**src/rtl/syn_weight_updater.sv**
```systemverilog
module syn_weight_updater #(
  parameter int ADDR_W  = 23,
  parameter int TRACE_W = 36,
  parameter int WORD_W  = 32,
  parameter int WT_W    = 16
) (
  input  logic               clk,
  input  logic               rst_n,
  input  logic [ADDR_W-1:0]  cfg_offset,
  input  logic               q_empty,
  input  logic [ADDR_W-1:0]  q_addr,
  output logic               q_pop,
  output logic               mem_req,
  output logic               mem_we,
  output logic [ADDR_W-1:0]  mem_addr,
  output logic [WORD_W-1:0]  mem_wdata,
  input  logic               mem_gnt,
  input  logic               mem_rvalid,
  input  logic [TRACE_W-1:0] mem_rdata,
  output logic               busy,
  output logic               done
);
  localparam int SUM_W = TRACE_W + 1;
  localparam logic signed [SUM_W-1:0] WMAX = SUM_W'((1 << (WT_W - 1)) - 1);
  localparam logic signed [SUM_W-1:0] WMIN = ~WMAX;

  typedef enum logic [2:0] {
    IDLE, POP, RD_TRACE, WAIT_TRACE, RD_SYN, WAIT_SYN, WRITE, DONE
  } state_t;

  state_t              st;
  logic [ADDR_W-1:0]   tr_addr;
  logic [TRACE_W-1:0]  trace_q;
  logic [WORD_W-1:0]   syn_q;
  logic signed [SUM_W-1:0] sum;
  logic [WT_W-1:0]     new_w;

  always_ff @(posedge clk) begin
    if (!rst_n) begin
      st      <= IDLE;
      tr_addr <= '0;
      trace_q <= '0;
      syn_q   <= '0;
    end else begin
      case (st)
        IDLE:       if (!q_empty) st <= POP;
        POP:        begin tr_addr <= q_addr; st <= RD_TRACE; end
        RD_TRACE:   if (mem_gnt) st <= WAIT_TRACE;
        WAIT_TRACE: if (mem_rvalid) begin trace_q <= mem_rdata; st <= RD_SYN; end
        RD_SYN:     if (mem_gnt) st <= WAIT_SYN;
        WAIT_SYN:   if (mem_rvalid) begin syn_q <= mem_rdata[WORD_W-1:0]; st <= WRITE; end
        WRITE:      if (mem_gnt) st <= DONE;
        default:    st <= IDLE;
      endcase
    end
  end

  assign sum = $signed({{(SUM_W-WT_W){syn_q[WT_W-1]}}, syn_q[WT_W-1:0]})
             + $signed({trace_q[TRACE_W-1], trace_q});

  always_comb begin
    if (sum > WMAX)      new_w = WMAX[WT_W-1:0];
    else if (sum < WMIN) new_w = WMIN[WT_W-1:0];
    else                 new_w = sum[WT_W-1:0];
  end

  assign q_pop     = (st == POP);
  assign mem_req   = (st == RD_TRACE) || (st == RD_SYN) || (st == WRITE);
  assign mem_we    = (st == WRITE);
  assign mem_addr  = (st == RD_TRACE) ? tr_addr : tr_addr - cfg_offset;
  assign mem_wdata = {syn_q[WORD_W-1:WT_W], new_w};
  assign busy      = (st != IDLE) || !q_empty;
  assign done      = (st == DONE);

  assert_pop_nonempty_R2: assert property (@(posedge clk) disable iff (!rst_n)
    q_pop |-> !q_empty);

  assert_pop_then_trace_read_R3: assert property (@(posedge clk) disable iff (!rst_n)
    q_pop |=> (mem_req && !mem_we));

  assert_req_held_R8: assert property (@(posedge clk) disable iff (!rst_n)
    (mem_req && !mem_gnt) |=> (mem_req && $stable(mem_we) && $stable(mem_addr)
                               && $stable(mem_wdata)));

  assert_write_then_done_R9: assert property (@(posedge clk) disable iff (!rst_n)
    (mem_req && mem_we && mem_gnt) |=> done);

  assert_done_single_R9: assert property (@(posedge clk) disable iff (!rst_n)
    done |=> !done);
endmodule

```
**config.mk**
```make
export PLATFORM = sky130hd
export DESIGN_NAME = syn_weight_updater
export DESIGN_NICKNAME = d
export VERILOG_FILES = /design/src/rtl/syn_weight_updater.sv
export SDC_FILE = /design/constraint.sdc
export NUM_CORES = 1
export LEC_CHECK = 0
export BUFFER_PORTS_ARGS = -buffer_cell sky130_fd_sc_hd__buf_4
export CAP_MARGIN = 20
export CORE_MARGIN = 5
export CORE_UTILIZATION = 53
export CTS_CLUSTER_SIZE = 14
export DETAILED_ROUTE_END_ITERATION = 16
export GPL_TIMING_DRIVEN = 0
export PLACE_DENSITY_LB_ADDON = 0.2
export SYNTH_ARGS = -nofsm -noshare
export SYNTH_HDL_FRONTEND = slang
export SYNTH_SLANG_ARGS = --single-unit
```
**constraint.sdc**
```tcl
create_clock -name clk -period 8.15 [get_ports clk]
set_input_delay 0.815 -clock clk [delete_from_list [all_inputs] [get_ports clk]]
set_output_delay 0.815 -clock clk [all_outputs]
set_load 0.005 [all_outputs]
```
# --- Word-level counts from Yosys, hierarchy flattened ---
# Index checks and enable logic that the tools add are counted.
# W data, S select, Z words.
word_totals:
  reg_bits: 94
  inputBits: 87
  wordCells: 40
classes:
  addsub: 2
  n_lt_le_gt_ge: 2
  eq_ne: 13
  mux: 10
  n_reduce_logical: 9
op_table:
  columns: ["operator", "count"]
  rows:
  - ["$add A16 B36 Y37", 1]
  - ["$gt A37 B16 Y1 const B", 1]
  - ["$lt A37 B16 Y1 const B", 1]
  - ["$mux W16", 2]
  - ["$mux W23", 1]
  - ["$sub A23 B23 Y23", 1]
  - ["$pmux W3 S7", 1]
  - ["$mux W3", 6]
  - ["$eq A3 B3 Y1 const B", 4]
  - ["$ne A2 B2 Y1 const B", 5]
  - ["$eq A3 B2 Y1 const B", 2]
  - ["$reduce_and A6 Y1", 1]
  - ["$reduce_and A2 Y1", 2]
  - ["$eq A3 B1 Y1 const B", 1]
  - ["$logic_not A3 Y1", 1]
  - ["$logic_or A1 B1 Y1", 3]
  - ["$reduce_bool A3 Y1", 1]
  - ["$ne A2 B1 Y1 const B", 1]
  - ["$logic_not A1 Y1", 1]

# --- Logic depth before layout (Yosys ltp) ---
logic_depth:
  depth_word: 4
  ltp_mapped: 15
  mapped_depth_nobuf: 13

# --- Worst setup path after synthesis ---
# OpenSTA, ideal clock, no wires.
synth_timing:
  path_kind: "input to output"
  from: "input port cfg_offset[0]"
  to: "output port mem_addr[22]"
  t_arrival_ps: 3347
  t_required_ps: 7335
  setup_slack_ps: 3988
  path_stages: 12
  n_path_buf: 0
  cell_sequence: "ha_1 > fa_1 > nor2b_1 > o21ai_0 > a21boi_0 > o21ai_0 > a21oi_1 > o21ai_0 > o21ai_0 > o41ai_1 > and3_1 > a2111oi_0"
synth_between:
  elab_chain_cells: 2
synth_lines:
  columns: ["item", "line", "rtl"]
  rows:
  - ["from (decl)", "9", "input logic [ADDR_W-1:0] cfg_offset,"]
  - ["$sub A23 B23 Y23", "70", "assign mem_addr = (st == RD_TRACE) ? tr_addr : tr_addr - cfg_offset;"]
  - ["$mux W23", "70", null]
  - ["to (decl)", "15", "output logic [ADDR_W-1:0] mem_addr,"]
# No other way between the ends.

# --- Worst setup path after layout ---
layout_timing:
  from: "register syn_q[15]"
  to: "output port mem_wdata[1]"
layout_between:
  elab_chain_cells: 4
  elab_cells_between_ends: 5
  classes_between: "1 x add/sub; 2 x order compare; 2 x mux"
layout_lines:
  columns: ["item", "line", "rtl"]
  rows:
  - ["from (decl)", "34", "logic [WORD_W-1:0] syn_q;"]
  - ["from (signal assigned)", "43", "syn_q <= '0;"]
  - ["from (signal assigned)", "51", "WAIT_SYN: if (mem_rvalid) begin syn_q <= mem_rdata[WORD_W-1:0]; st <= WRITE; end"]
  - ["$add A16 B36 Y37 (*)", "59", "+ $signed({trace_q[TRACE_W-1], trace_q});"]
  - ["$lt A37 B16 Y1", "63", "else if (sum < WMIN) new_w = WMIN[WT_W-1:0];"]
  - ["$mux W16", "63", null]
  - ["$mux W16 (*)", "62", "if (sum > WMAX) new_w = WMAX[WT_W-1:0];"]
  - ["to (decl)", "16", "output logic [WORD_W-1:0] mem_wdata,"]
# Every way passes the cells marked *; elsewhere a longest branch is shown, timed or not.

==> results.txt <==
----------------------------------------------------
[Run status]
  Outcome ... completed

[Final layout]
  Final Instance Count excl. Fillers ... about 1300
  Area of the multi-input gates ... 0.00497 sq mm
  Layout Nets ... roughly 1300
  Antenna Diode Count ... 0
  Ratio of cells with drive above 1 in the final layout ... 0.169
  Area growth from synthesis to layout ... 22.5%
  Fillcell total ... 1264
  Combined flip-flop and latch cell area ... about 0.0019 sq mm

[Critical path]
  Arrival time of the worst setup path ... just under 5 ns
  Max FO, Critical Path ... 22
  Cell chain of the critical path ... ha_1 -> buf_2 -> nand2_1 -> o21ai_1 -> a221oi_1 -> o31ai_1 -> a211oi_1 -> a21oi_1 -> or4_1 -> nand4_1 -> a31oi_1 -> clkbuf_2 -> o21ai_1 -> buf_4
  Most frequent cell on the critical path ... sky130_fd_sc_hd__o21ai_1
  Type of destination of the critical path ... output pin
  Nature of the critical path startpoint ... register
  Type of the setup path with the least slack ... reg2out
  Worst path required time ... 7.34 ns
  CP bufs+invs ... 3
  Slowest cell on the critical path ... sky130_fd_sc_hd__dfxtp_1
  CP peak stage delay ... 0.93 ns
  Internal reg-to-reg setup slack ... 5.82 ns
  Cell family with most CP delay ... compound AO/OA/AOI/OAI gates

[Place]
  Number of port buffers ... approximately 150
  Gp weighted congestion ... between 0.9 and 1
  Total instance count after detailed placement ... approximately 1300
  Post-detailed-placement half-perimeter wirelength ... between 15000 and 20000 um

[Detailed routing]
  Routed wire length ... between 20000 and 25000 um
  First drt pass iteration count ... 4
  Routed wire per std cell ... between 15 and 20 um
  ANT nets after route ... 0
  DRC viols ... 0
  Count of routing violations after the opening detailed-route iteration ... between 500 and 600
  Total vias in the final route ... ~7600
  Post-detailed-route via-to-cell ratio ... between 5 and 6

[Synthesis]
  Synthesized area ... between 0.007 and 0.008 sq mm
  Sequential element share of the synthesized area ... 0.256
  Number of synthesis warnings ... 0
  Count of mapped cells out of synthesis ... approximately 1000
  Share of synthesized flip-flops with an asynchronous set or reset ... 0
  Post-Synthesis Net Count ... between 1000 and 1500
  Predominant post-synthesis flop cell ... sky130_fd_sc_hd__dfxtp_1
  Flip-flop and latch count after synthesis ... 94
  Avg Synthesized Cell Area ... between 7 and 8 sq um
  Count of different cell masters after synthesis ... 65
  Number of flops mapped to enable cells by yosys ... 0

[Clock tree]
  TritonCTS Sinks ... 94
  Total CTS buffers ... 9
  Clock Path Buffers ... 2
  Hold-fix buffer count after cts ... 0
  Clock-pin slew of the registers on the worst-case setup and hold paths ... around 0.07 ns
  Resized Gates After CTS ... 0
  H-tree Lvls ... 3
  Post-CTS repair timing setup buffer count ... 0
  Clock tree from TritonCTS ... yes
  Worst-skew pair later-pin latency ... between 0.3 and 0.4 ns
  Clk root buf ... sky130_fd_sc_hd__clkbuf_16

[STA]
  Max-slew violations ... 0
  TNS Setup ... 0 ns
  Clock period minus final worst setup slack ... around 5.6 ns
  Final critical-path share of the clock period ... 0.690
  Max-slew headroom ... 0.377
  Number of setup violations in the final report ... 0
  Worst Clk Skew ... about 0.0062 ns
  RSZ-0062 raised after global routing ... false
  Tightest Pin Transition ... about 0.93 ns
  Max Fclk ... around 0.18 GHz
  Number of hold violations in the final report ... 0

[Job]
  Max-cap check violation count ... 0

[Power and ir drop]
  Power density over the cells ... 154 mW/mm^2
  Maximum VDD drop ... 0.104 mV
  Leakage ... around 4 nW

[GRT]
  First-pass GRT wire length ... between 30000 and 40000 um
  Vias in the first global route ... ~7100
  Pin count of the biggest net entering global routing ... 23
  Total track usage ... 0.256
  GR Overflow Total ... 0
  Initial antenna violation count ... 0

[Worst hold path]
  Hold crit path type ... reg2reg

[Die]
  Core area ... between 0.01 and 0.015 sq mm
  Starting density of the core ... 0.536
  Top-level port count ... between 100 and 150
  FP Rows ... between 40 and 50
  Die height ... 128 um
  Die Area ... between 0.015 and 0.02 sq mm
  Die extent in x ... 128 um

----------------------------------------------------
[worst register-to-register path, cell delays in order (launching register included)]
cell                       delay [ns]
sky130_fd_sc_hd__dfxtp_1         0.33
sky130_fd_sc_hd__clkbuf_1        0.31
sky130_fd_sc_hd__nand2_1         0.12
sky130_fd_sc_hd__nor3b_1         0.52
sky130_fd_sc_hd__buf_4           0.26
sky130_fd_sc_hd__clkbuf_1        0.43
sky130_fd_sc_hd__nand2_1         0.12
sky130_fd_sc_hd__a21boi_0        0.16
[path summary, 6_finish.rpt]
kind | start | end | cells past startpoint
setup reg to reg | st[1] | trace_q[14] | 7
hold reg to reg | syn_q[19] | syn_q[19] | 2
setup / recovery | syn_q[15] | mem_wdata[1] | 14
hold / removal | syn_q[19] | syn_q[19] | 2
[cell usage after synthesis, drive strengths merged, types with 9 or more instances]
| cell | n | area share |
|---|---|---|
| nor3 | 13 | 0.0088 |
| inv | 45 | 0.023 |
| a211oi | 10 | 0.010 |
| a21o | 24 | 0.025 |
| xor2 | 18 | 0.021 |
| nand4 | 11 | 0.0094 |
| nand2 | 224 | 0.11 |
| clkbuf | 44 | 0.023 |
| a21oi | 63 | 0.043 |
| o21ai | 53 | 0.037 |
| nand3 | 18 | 0.012 |
| xnor2 | 26 | 0.031 |
| a31oi | 12 | 0.011 |
| nor2 | 55 | 0.028 |
| dfxtp | 94 | 0.26 |
| o31ai | 9 | 0.0092 |
| ha | 58 | 0.099 |
| a21boi | 96 | 0.098 |
| buf | 23 | 0.022 |
| nand2b | 10 | 0.0085 |
[per-layer routing]
layer | part of all wire | global-route usage | wire length (um) | up-vias
met2 | 0.45 | 0.416 | 9470 | 248
met4 | 0.012 | 0.0655 | 259 | 0
met5 | 0 | 0 | 0 | -
met1 | 0.47 | 0.354 | 9830 | 3473
met3 | 0.070 | 0.0429 | 1460 | 25
li1 | - | - | - | 3807
[flip-flops by register name, summed over array words and instances (netlist names)]
signal	count
tr_addr	23
syn_q	32
st	3
trace_q	36
[area by class of cell]
cell class,instances,area share
clock buffer,9,0.0250
inverter,45,0.0187
clock inverter,6,0.0124
tap,180,0.0250
sequential,94,0.209
buffer,67,0.0368
timing repair buffer,146,0.122
multi-input combinational,796,0.552
[layout by cell type, fill, tap and decap left out, types with 5 or more instances in the layout]
cell type,count
sky130_fd_sc_hd__nand3_1,18
sky130_fd_sc_hd__a21boi_0,96
sky130_fd_sc_hd__o211ai_1,6
sky130_fd_sc_hd__nand4_1,11
sky130_fd_sc_hd__clkbuf_1,43
sky130_fd_sc_hd__and3_1,6
sky130_fd_sc_hd__o31ai_1,9
sky130_fd_sc_hd__dfxtp_1,94
sky130_fd_sc_hd__buf_4,162
sky130_fd_sc_hd__nor4_1,6
sky130_fd_sc_hd__xnor2_1,26
sky130_fd_sc_hd__clkbuf_16,9
sky130_fd_sc_hd__ha_1,58
sky130_fd_sc_hd__nand2_1,224
sky130_fd_sc_hd__a31oi_1,11
sky130_fd_sc_hd__o21a_1,6
sky130_fd_sc_hd__xor2_1,18
sky130_fd_sc_hd__o21ai_0,38
sky130_fd_sc_hd__nor3_1,13
sky130_fd_sc_hd__inv_1,45
sky130_fd_sc_hd__nor2_1,55
sky130_fd_sc_hd__nand2b_1,10
sky130_fd_sc_hd__a21o_1,24
sky130_fd_sc_hd__o2111ai_1,5
sky130_fd_sc_hd__o21ai_1,14
sky130_fd_sc_hd__nor2b_1,6
sky130_fd_sc_hd__a211oi_1,10
sky130_fd_sc_hd__a21oi_1,63
[through the flow]
stage	total power, mW	hold slack (ns)	utilization	worst slack (ns)	instance area (sq um)
6_report	1.39	0.465	0.657	2.53	9010
2_1_floorplan	0.706	0.444	-	3.99	7350
3_5_place_dp	0.907	0.459	0.632	2.99	8670
3_3_place_gp	0.904	0.453	0.632	3.03	8670
5_1_grt	1.46	0.485	0.657	2.07	9010
4_1_cts	1.40	0.468	0.657	2.58	9010
[where the power goes]
| group | switching [mW] | leakage (nW) | internal (mW) | total [mW] |
|---|---|---|---|---|
| clock network | 0.193 | 0.161 | 0.298 | 0.492 |
| logic | 0.204 | 3.03 | 0.206 | 0.410 |
| registers | 0.0129 | 0.760 | 0.476 | 0.489 |
[kinds of logic (layout without fill, tap and decap cells)]
group / count (synthesis) / after routing / share of synthesized area
AOI/OAI and AO/OA: 307 / 307 / 0.285
xor gates and xnor gates: 44 / 44 / 0.0524
adders and majority gates: 60 / 60 / 0.104
buffers and inverters: 112 / 273 / 0.0681
DFF: 94 / 94 / 0.256
muxes: 3 / 3 / 0.00425
and+or+nand+nor: 382 / 382 / 0.230
(Power assumes the default switching activity.)
